$ cat config.mk
export PLATFORM = sky130hd
export DESIGN_NAME = bert_top
export DESIGN_NICKNAME = d
export VERILOG_FILES = /design/src/rtl/bert_pkg.sv /design/src/rtl/bert_prbs_step.sv /design/src/rtl/bert_sat_acc.sv /design/src/rtl/bert_gen.sv /design/src/rtl/bert_chk.sv /design/src/rtl/bert_top.sv
export SDC_FILE = /design/constraint.sdc
export NUM_CORES = 1
export LEC_CHECK = 0
export ABC_AREA = 1
export BUFFER_PORTS_ARGS = -buffer_cell sky130_fd_sc_hd__buf_4
export CORE_MARGIN = 10
export CORE_UTILIZATION = 63
export CTS_CLUSTER_DIAMETER = 50
export DETAILED_ROUTE_END_ITERATION = 12
export GPL_TIMING_DRIVEN = 1
export PLACE_DENSITY = 0.84
export SKIP_LAST_GASP = 1
export SLEW_MARGIN = 20
export SYNTH_ARGS = -nofsm -noshare
export SYNTH_HDL_FRONTEND = slang
export SYNTH_SLANG_ARGS = --single-unit
$ cat constraint.sdc
create_clock -name clk -period 27.5 [get_ports clk]
set_input_delay 5.5 -clock clk [delete_from_list [all_inputs] [get_ports clk]]
set_output_delay 5.5 -clock clk [all_outputs]
set_load 0.1 [all_outputs]
$ cat src/rtl/bert_pkg.sv
package bert_pkg;

    typedef enum logic [1:0] {
        PAT_WORD   = 2'd0,
        PAT_PRBS11 = 2'd1,
        PAT_PRBS31 = 2'd2
    } pat_e;

    typedef enum logic {
        CHK_HUNT = 1'b0,
        CHK_LOCK = 1'b1
    } chk_state_e;

    localparam int            LFSR_W    = 31;
    localparam logic [30:0]   LFSR_SEED = '1;

    // Feedback bit for one serial step of the selected recurrence.
    function automatic logic fb_bit(input pat_e p, input logic [LFSR_W-1:0] s);
        if (p == PAT_PRBS11) return s[10] ^ s[8];
        return s[30] ^ s[27];
    endfunction

endpackage

$ cat src/rtl/bert_prbs_step.sv
module bert_prbs_step
    import bert_pkg::*;
#(
    parameter int W = 32
) (
    input  pat_e              pat,
    input  logic [LFSR_W-1:0] state_i,
    output logic [W-1:0]      word_o,
    output logic [LFSR_W-1:0] state_o
);
    // W serial steps unrolled; earliest bit lands in bit 0.
    always_comb begin
        logic [LFSR_W-1:0] s;
        logic              nb;
        s      = state_i;
        word_o = '0;
        for (int i = 0; i < W; i++) begin
            nb        = fb_bit(pat, s);
            word_o[i] = nb;
            s         = {s[LFSR_W-2:0], nb};
        end
        state_o = s;
    end
endmodule

$ cat src/rtl/bert_sat_acc.sv
module bert_sat_acc #(
    parameter int CNT_W = 48,
    parameter int INC_W = 6
) (
    input  logic             clk,
    input  logic             rst,
    input  logic             clr,
    input  logic             en,
    input  logic [INC_W-1:0] inc,
    output logic [CNT_W-1:0] cnt
);
    logic [CNT_W:0] sum;

    always_comb sum = {1'b0, cnt} + (CNT_W+1)'(inc);

    always_ff @(posedge clk) begin
        if (rst || clr)  cnt <= '0;
        else if (en)     cnt <= sum[CNT_W] ? '1 : sum[CNT_W-1:0];
    end
endmodule

$ cat src/rtl/bert_gen.sv
module bert_gen
    import bert_pkg::*;
#(
    parameter int W = 32
) (
    input  logic              clk,
    input  logic              rst,
    input  logic              start,
    input  logic              stop,
    input  logic              inject,
    input  pat_e              pat_i,
    input  logic [W-1:0]      user_word,
    output logic [W-1:0]      tx_data,
    output logic              tx_valid,
    output logic [LFSR_W-1:0] state_o,
    output pat_e              pat_o
);
    logic              running;
    logic [LFSR_W-1:0] lfsr_q;
    pat_e              pat_q;
    pat_e              use_pat;
    logic [LFSR_W-1:0] cur_state;
    logic [LFSR_W-1:0] nxt_state;
    logic [W-1:0]      seq_word;
    logic [W-1:0]      base_word;

    always_comb begin
        use_pat   = start ? pat_i : pat_q;
        cur_state = start ? LFSR_SEED : lfsr_q;
        base_word = (use_pat == PAT_WORD) ? user_word : seq_word;
    end

    bert_prbs_step #(.W(W)) u_step (
        .pat     (use_pat),
        .state_i (cur_state),
        .word_o  (seq_word),
        .state_o (nxt_state)
    );

    always_ff @(posedge clk) begin
        if (rst) begin
            running  <= 1'b0;
            lfsr_q   <= LFSR_SEED;
            pat_q    <= PAT_PRBS11;
            tx_data  <= '0;
            tx_valid <= 1'b0;
        end else if (start || (running && !stop)) begin
            running  <= 1'b1;
            lfsr_q   <= nxt_state;
            if (start) pat_q <= pat_i;
            tx_data  <= base_word ^ W'(inject);
            tx_valid <= 1'b1;
        end else begin
            running  <= 1'b0;
            tx_valid <= 1'b0;
        end
    end

    assign state_o = lfsr_q;
    assign pat_o   = pat_q;
endmodule

$ cat src/rtl/bert_chk.sv
module bert_chk
    import bert_pkg::*;
#(
    parameter int W        = 32,
    parameter int CNT_W    = 48,
    parameter int LOCK_RUN = 4,
    parameter int LOSS_THR = 8
) (
    input  logic             clk,
    input  logic             rst,
    input  pat_e             pat,
    input  logic [W-1:0]     user_word,
    input  logic [W-1:0]     rx_data,
    input  logic             rx_valid,
    input  logic             clear,
    output logic             locked,
    output logic [CNT_W-1:0] err_cnt,
    output logic [CNT_W-1:0] bit_cnt
);
    localparam int EW    = $clog2(W + 1);
    localparam int RUN_W = $clog2(LOCK_RUN + 1);

    chk_state_e        st;
    logic              seeded;
    logic [RUN_W-1:0]  run;
    logic [LFSR_W-1:0] ref_q;
    logic [LFSR_W-1:0] ref_nxt;
    logic [LFSR_W-1:0] seed_w;
    logic [W-1:0]      seq_word;
    logic [W-1:0]      exp_word;
    logic [W-1:0]      diff;
    logic [EW-1:0]     errs;
    logic              count_en;

    bert_prbs_step #(.W(W)) u_ref (
        .pat     (pat),
        .state_i (ref_q),
        .word_o  (seq_word),
        .state_o (ref_nxt)
    );

    // Newest received bit is the most recent history bit of the recurrence.
    always_comb begin
        for (int j = 0; j < LFSR_W; j++) seed_w[j] = rx_data[W-1-j];
        exp_word = (pat == PAT_WORD) ? user_word : seq_word;
        diff     = rx_data ^ exp_word;
        errs     = '0;
        for (int i = 0; i < W; i++) errs = errs + EW'(diff[i]);
        count_en = rx_valid && (st == CHK_LOCK);
    end

    always_ff @(posedge clk) begin
        if (rst) begin
            st     <= CHK_HUNT;
            seeded <= 1'b0;
            run    <= '0;
            ref_q  <= LFSR_SEED;
        end else if (rx_valid) begin
            case (st)
                CHK_HUNT: begin
                    ref_q  <= seed_w;
                    seeded <= 1'b1;
                    if ((seeded || pat == PAT_WORD) && errs == '0) begin
                        if (run == RUN_W'(LOCK_RUN - 1)) begin
                            st  <= CHK_LOCK;
                            run <= '0;
                        end else begin
                            run <= run + 1'b1;
                        end
                    end else begin
                        run <= '0;
                    end
                end
                default: begin
                    ref_q <= ref_nxt;
                    if (int'(errs) > LOSS_THR) begin
                        st     <= CHK_HUNT;
                        seeded <= 1'b0;
                        run    <= '0;
                    end
                end
            endcase
        end
    end

    bert_sat_acc #(.CNT_W(CNT_W), .INC_W(EW)) u_err_acc (
        .clk (clk),
        .rst (rst),
        .clr (clear),
        .en  (count_en),
        .inc (errs),
        .cnt (err_cnt)
    );

    bert_sat_acc #(.CNT_W(CNT_W), .INC_W(EW)) u_bit_acc (
        .clk (clk),
        .rst (rst),
        .clr (clear),
        .en  (count_en),
        .inc (EW'(W)),
        .cnt (bit_cnt)
    );

    assign locked = (st == CHK_LOCK);
endmodule

$ cat src/rtl/bert_top.sv
module bert_top
    import bert_pkg::*;
#(
    parameter int W        = 32,
    parameter int CNT_W    = 48,
    parameter int LOCK_RUN = 4,
    parameter int LOSS_THR = W / 4
) (
    input  logic             clk,
    input  logic             rst,
    input  logic             ctl_start,
    input  logic             ctl_stop,
    input  logic             ctl_clear,
    input  logic             ctl_inject,
    input  logic [1:0]       pat_sel,
    input  logic [W-1:0]     user_word,
    output logic [W-1:0]     tx_data,
    output logic             tx_valid,
    input  logic [W-1:0]     rx_data,
    input  logic             rx_valid,
    output logic             rx_locked,
    output logic [CNT_W-1:0] err_count,
    output logic [CNT_W-1:0] bit_count
);
    pat_e              pat;
    pat_e              gen_pat;
    logic [LFSR_W-1:0] gen_state;

    assign pat = pat_e'(pat_sel);

    bert_gen #(.W(W)) u_gen (
        .clk       (clk),
        .rst       (rst),
        .start     (ctl_start),
        .stop      (ctl_stop),
        .inject    (ctl_inject),
        .pat_i     (pat),
        .user_word (user_word),
        .tx_data   (tx_data),
        .tx_valid  (tx_valid),
        .state_o   (gen_state),
        .pat_o     (gen_pat)
    );

    bert_chk #(
        .W(W), .CNT_W(CNT_W), .LOCK_RUN(LOCK_RUN), .LOSS_THR(LOSS_THR)
    ) u_chk (
        .clk       (clk),
        .rst       (rst),
        .pat       (pat),
        .user_word (user_word),
        .rx_data   (rx_data),
        .rx_valid  (rx_valid),
        .clear     (ctl_clear),
        .locked    (rx_locked),
        .err_cnt   (err_count),
        .bit_cnt   (bit_count)
    );
endmodule

==> results of run 1 <==
## cell type report
| cell class | count | area [um2] |
|---|---|---|
| multi-input cells | 1531 | 8140 |
| fillers | 1786 | 5470 |
| flip-flops and latches | 194 | 3880 |
| repair buffers | 213 | 1600 |
| inverters | 233 | 875 |
| clock buffers | 19 | 433 |
| well taps | 275 | 344 |
| clock inverters | 13 | 139 |
| diodes | 1 | 2.50 |
## per-layer routing
layer	vias to the layer above	global-route usage (%)	share of wire, %
met5	-	0	0
met3	145	7.78	12
met2	924	53.9	45
met1	6851	41.8	39
li1	6959	-	-
met4	0	14.7	4.7
## report_power, final
part           leakage [nW]  internal (mW)  switching (mW)
Clock                 0.277          0.121           0.128
Combinational          5.11          0.439           0.720
Sequential             1.59          0.297          0.0147
## state kept, by name (all words and copies together) (netlist names)
signal,flops
u_chk.ref_q,31
u_chk.run,3
u_gen.tx_data,32
u_chk.u_bit_acc.cnt,44
u_gen.state_o,31
u_chk.seeded,1
u_gen.tx_valid,1
u_chk.u_err_acc.cnt,48
u_chk.locked,1
u_gen.pat_o,2
## kinds of logic (layout without fill, tap and decap cells)
group	count (synthesis)	in the layout	synth area share [%]
AOI/OAI and AO/OA	422	422	17.5
DFF	194	194	29.3
muxes	1	1	0.0755
buffers and inverters	313	478	9.41
adders and majority gates	41	41	5.28
xor gates and xnor gates	114	114	7.53
other	0	1	0
and+or+nand+nor	953	953	31.0
## Yosys cell counts (4+ instances only)
cell type / instances / area [um2]
nand2_1: 528 / 1980
inv_1: 217 / 815
dfxtp_1: 194 / 3880
o21ai_0: 167 / 836
nor2_1: 161 / 604
a21oi_1: 153 / 766
nand3_1: 131 / 656
xor2_1: 86 / 753
clkbuf_1: 52 / 195
nor3_1: 46 / 230
o21ai_1: 29 / 145
xnor2_1: 28 / 245
fa_1: 25 / 500
nand4_1: 25 / 156
a31oi_1: 17 / 106
ha_1: 16 / 200
o221ai_1: 14 / 123
buf_2: 13 / 65.1
inv_2: 12 / 45.0
nor4_1: 12 / 75.1
or2_2: 12 / 75.1
a22oi_1: 11 / 82.6
buf_4: 11 / 82.6
o211ai_1: 11 / 82.6
nand3b_1: 7 / 52.6
nand2_2: 6 / 37.5
nor2_2: 6 / 37.5
o21ai_2: 6 / 52.6
a21boi_0: 4 / 30.0
clkinv_1: 4 / 15.0
nor2_4: 4 / 45.0
## worst max-delay path, delay by kind of cell
kind,cells,cell delay (ns)
AOI/OAI and AO/OA,3,0.63
xor gates and xnor gates,1,0.24
adders and majority gates,9,4.20
buffers and inverters,6,0.92
and+or+nand+nor,24,2.93
## through the flow
stage,hold slack (ns),std cells
4_1_cts,0.460,2478
3_3_place_gp,0.434,2446
6_report,0.458,2479
2_1_floorplan,0.425,2038
5_1_grt,0.483,2478
3_5_place_dp,0.447,2446
## worst max path at each step
stage	start	end	slack, ns	cells past startpoint
floorplan	pat_sel[1]	u_chk.u_err_acc.cnt[21]$_SDFFE_PP0P_	14.58	30
global placement	pat_sel[0]	u_chk.u_err_acc.cnt[39]$_SDFFE_PP0P_	13.27	42
detailed placement	pat_sel[0]	u_chk.u_err_acc.cnt[39]$_SDFFE_PP0P_	13.05	41
CTS	pat_sel[0]	u_chk.u_err_acc.cnt[39]$_SDFFE_PP0P_	13.47	42
global route	pat_sel[0]	u_chk.u_err_acc.cnt[39]$_SDFFE_PP0P_	12.78	43
finish	pat_sel[0]	u_chk.u_err_acc.cnt[39]$_SDFFE_PP0P_	13.35	43
==> metrics, run 1 <==
Critical Setup Path Class in -> reg; Worst R2R End u_chk.u_err_acc.cnt[39]$_SDFFE_PP0P_; Post-synth ARST share 0%; Max Clock Skew 0.0190 ns; largest net degree at the start of global routing 74; Yosys cell types 51; global-route wire length before repair 73.1 mm; Routed WL 47.0 mm; Die W 165 um; hold buffer count at CTS 0; Layout area overhead 16.2%; synth warn 0; Worst Hold Path EP u_gen.tx_data[31]$_SDFFE_PP0P_; total grt overflow 0; Reg clk slew, reported paths 0.08 ns; fin crit period 14.15 ns; die height 165 um; WL per Instance 19.0 um; final worst slack 13.35 ns; worst reg2reg path depth 39; most frequent CP cell nand2_1; area of placed instances 14800 um2; core box area 20900 um2; drt drc 0; Post-synth EDFFs 0; commonest non-fill, non-tap cell in the layout nand2_1; main flop type after synthesis dfxtp_1; worst skew pair latency 0.46 ns; CP startpoint kind input port; CP max stage cell nand2_1; Mapped Area 13300 um2; Hold Crit Class reg -> reg; Final setup viols 0; Yosys reg bits 194; Peak VDD IR 255 uV; vias per cell 6.00; vias in the first global route 14025; clock buffer depth 2; fmax 70.7 MHz; data required time of the worst path 27.80 ns; Port Buffers 202; DRT antenna net count 0; result of the run complete, no violations; Synth Net Count 2152; commonest non-fill, non-tap cells in the layout nand2_1 (528), inv_1 (217), buf_4 (213); sequential-to-total area share from yosys stat 29.3%; CTS Sinks 194; Max Cap Viol 0; Util after Layout 73.8%; Starting Density 63.5%; cells after synthesis 2038; crit share post-route 51.5%; H-tree depth 4; num rows 53; # nets final 2304; Fin. Hold Viols 0; Routability Congestion 1.04; Post-Route Setup TNS 0 ns; worst slew pin tran 1.02 ns; Hold Path Origin u_gen.tx_data[31]$_SDFFE_PP0P_; post-CTS sizing 0; I/O Pins 203; DRT Pass-1 Iters 10; Avg Synthesized Cell Area 6.51 um2; r2r setup slk 18.47 ns; die area 27300 um2; hold depth 2; Post-CTS Setup Bufs 0; WP data arrival 14.46 ns; share of layout cells above drive strength 1 13.8%; worst-path fanout max 64; Tot GR Track Use 33.4%; TritonCTS clock tree built; LEAKAGE 6.98 nW; initial antenna violation count 0; detailed placement HPWL 35.4 mm; Clock Tree Root clkbuf_16; FF-to-FF Start u_chk.ref_q[8]$_SDFFE_PP1P_; Rel. slew slack 31.7%; Largest stage delay, worst path 0.61 ns; Slew Limit Fails 0; final instance area 15400 um2; 1st-iter DRT viols 1970; total power 1.72 mW; Worst setup EP type flip-flop; RSZ-0062 raised after global routing no; Place WS 13.05 ns; PwrDens 112 nW/um2; clock buffer count from CTS 17; DR vias 14879
(Power assumes the default switching activity.)
==> run 2: changes to the inputs <==
ABC_AREA = 0   (was 1)
CORE_UTILIZATION = 58   (was 63)
PLACE_DENSITY = 0.79   (was 0.84)
clock period = 14.7 ns   (was 27.5 ns; I/O delays follow)
==> run 2 against run 1 <==
Area after synthesis down 8.1%. Sequential share of layout area rose by 2.1 points. Critical path depth shrank 15. Sequential cell count did not move. First-iteration DRC count fell by 57%. Core utilization down 4.0 points. Combinational power up 140%. Wire length is 21% lower. Sequential power is 96% higher. Hold slack improved by 0.0023 ns. Power up 120%. Highest routed layer unchanged.
==> metrics, run 2 <==
Largest stage delay, worst path 0.51 ns; most common cell in the netlist nand2_1; Hold Crit Class reg -> reg; commonest non-fill, non-tap cell in the layout buf_4; DR vias 11200; # nets final 1737; GRT met2 Usage 42.1%; core box area 20400 um2; worst reg2reg path depth 24; Slew Limit Fails 0; Yosys reg bits 194; commonest non-fill, non-tap cells in the layout buf_4 (217), nand2_1 (202), dfxtp_1 (193); Layout area overhead 17.0%; I/O Pins 203; Ant. Diodes 0; Synth top area share 31.9%; sw frac 49.3%; crit share post-route 73.3%; DRT antenna net count 0; Post-synth EDFFs 0; final std cells w/o fill 1906; global-route wire length before repair 58.4 mm; Port Buffers 202; Biggest register u_chk.u_err_acc.cnt; PwrDens 268 nW/um2; most frequent CP cell fa_1; Clock Tree Root clkbuf_16; synth warn 0; Max Cap Viol 0; RSZ-0062 raised after global routing no; CTS Sinks 194; Avg Synthesized Cell Area 8.09 um2; data required time of the worst path 14.98 ns; die height 165 um; sequential-to-total area share from yosys stat 31.9%; worst slew pin tran 0.921 ns; num rows 52; initial antenna violation count 0; Rel. slew slack 38.6%; biggest regs u_chk.u_err_acc.cnt: 48 flops, u_chk.u_bit_acc.cnt: 44 flops, u_gen.tx_data: 32 flops; drt drc 0; Max Clock Skew 0.0150 ns; clock buffer count from CTS 17; Post-Route Setup TNS 0 ns; top post-synthesis cells by count nand2_1 (202), dfxtp_1 (194), nor2_1 (130), xnor2_1 (130), a21oi_1 (120); Fin. Hold Viols 0; Synth Net Count 1621; share of layout cells above drive strength 1 17.7%; clock buffer depth 2; cell taking the most area after synthesis dfxtp_1; Die W 165 um; LEAKAGE 5.68 nW; 1st-iter DRT viols 838; fmax 92.8 MHz; Hold Path Origin u_gen.tx_data[10]$_SDFFE_PP0P_; met1 Track Usage GR 33.8%; worst skew pair latency 0.45 ns; hold depth 2; die area 27200 um2; DRT Pass-1 Iters 5; CP startpoint kind input port; Tot GR Track Use 26.8%; Mapped Area 12200 um2; H-tree depth 4; fin crit period 10.78 ns; Post-CTS Setup Bufs 0; total power 3.83 mW; CP Launch Point pat_sel[1]; Peak VDD IR 650 uV; Final setup viols 0; global route hottest layer met2; crit path buf inv count 5; main flop type after synthesis dfxtp_1; vias in the first global route 10997; CP max stage cell fa_1; Worst setup EP type flip-flop; clock network power share 12.6%; Util after Layout 69.8%; internal power 1.94 mW; result of the run complete, no violations; met3 Usage GRT 7.54%; switching power 1.89 mW; Critical Setup Path Class in -> reg; WHS 0.460 ns; post-CTS sizing 0; Gate power share 71.5%; total grt overflow 0; vias per cell 5.88; WL per Instance 19.4 um; detailed placement HPWL 27.5 mm; largest net degree at the start of global routing 84; placed cells 1874; cells after synthesis 1507; Post-synth ARST share 0%; hold buffer count at CTS 0; Reg clk slew, reported paths 0.07 ns; top cells by area, synth dfxtp_1 (32%), xnor2_1 (9.3%), xor2_1 (8.4%); Yosys cell types 73; FF-to-FF Start u_chk.ref_q[7]$_SDFFE_PP1P_; max reg flops 48; TritonCTS clock tree built; CP top delay family adder cells; Starting Density 59.6%; Crit path depth 28; Routability Congestion 0.992; sequential share of power 16.0%; worst-path fanout max 35; WP data arrival 11.06 ns; Routed WL 37.0 mm
run 2: power groups by stage:
stage	logic [mW]	registers, mW	clock network [mW]
final	2.74	0.611	0.481
after global routing	3.14	0.614	0.503
after CTS	2.74	0.609	0.486
after detailed placement	2.72	0.621	0
after global placement	2.62	0.620	0
after floorplan	2.13	0.676	0
run 2: area by class of cell:
class	count	area, um2
multi-input combinational	1153	7650
fill	1727	6170
sequential	194	3880
timing repair buffer	217	1630
clock buffer	18	429
tap	270	338
clock inverter	14	174
inverter	40	150
run 2: path summary, 6_finish.rpt:
| kind | endpoint | slack [ns] |
|---|---|---|
| worst max-delay path | u_chk.u_err_acc.cnt[46]$_SDFFE_PP0P_ | 3.92 |
| worst min-delay path | u_gen.tx_data[10]$_SDFFE_PP0P_ | 0.46 |
| worst max register to register | u_chk.u_err_acc.cnt[46]$_SDFFE_PP0P_ | 5.98 |
| worst min register to register | u_gen.tx_data[10]$_SDFFE_PP0P_ | 0.46 |
run 2: per-stage QoR:
step	setup slack, ns	instance area, um2
finish	3.92	14300
global route	3.23	14300
CTS	3.97	14300
detailed placement	3.54	13700
global placement	3.73	13700
floorplan	4.14	12200
run 2: logic make-up (layout without fill, tap and decap cells):
group / Yosys count / in the layout / synth area share [%]
AOI/OAI and AO/OA: 331 / 331 / 17.4
xor gates and xnor gates: 249 / 249 / 18.1
adders and majority gates: 41 / 41 / 5.75
buffers and inverters: 160 / 289 / 5.48
DFF: 194 / 194 / 31.9
muxes: 25 / 25 / 2.05
and+or+nand+nor: 507 / 507 / 19.3
run 2: layer usage:
layer,routed length [um],vias to the layer above
li1,-,5386
met1,15600,5255
met2,16800,473
met3,3380,86
met4,1320,0
met5,0,-
run 2: worst reg2reg max path: cells and delay by family (launching register included):
| family | cells | cell delay [ns] |
|---|---|---|
| AOI/OAI and AO/OA | 5 | 1.18 |
| xor gates and xnor gates | 3 | 0.89 |
| adders and majority gates | 10 | 4.57 |
| buffers and inverters | 2 | 0.12 |
| DFF | 1 | 0.65 |
| and+or+nand+nor | 4 | 1.13 |
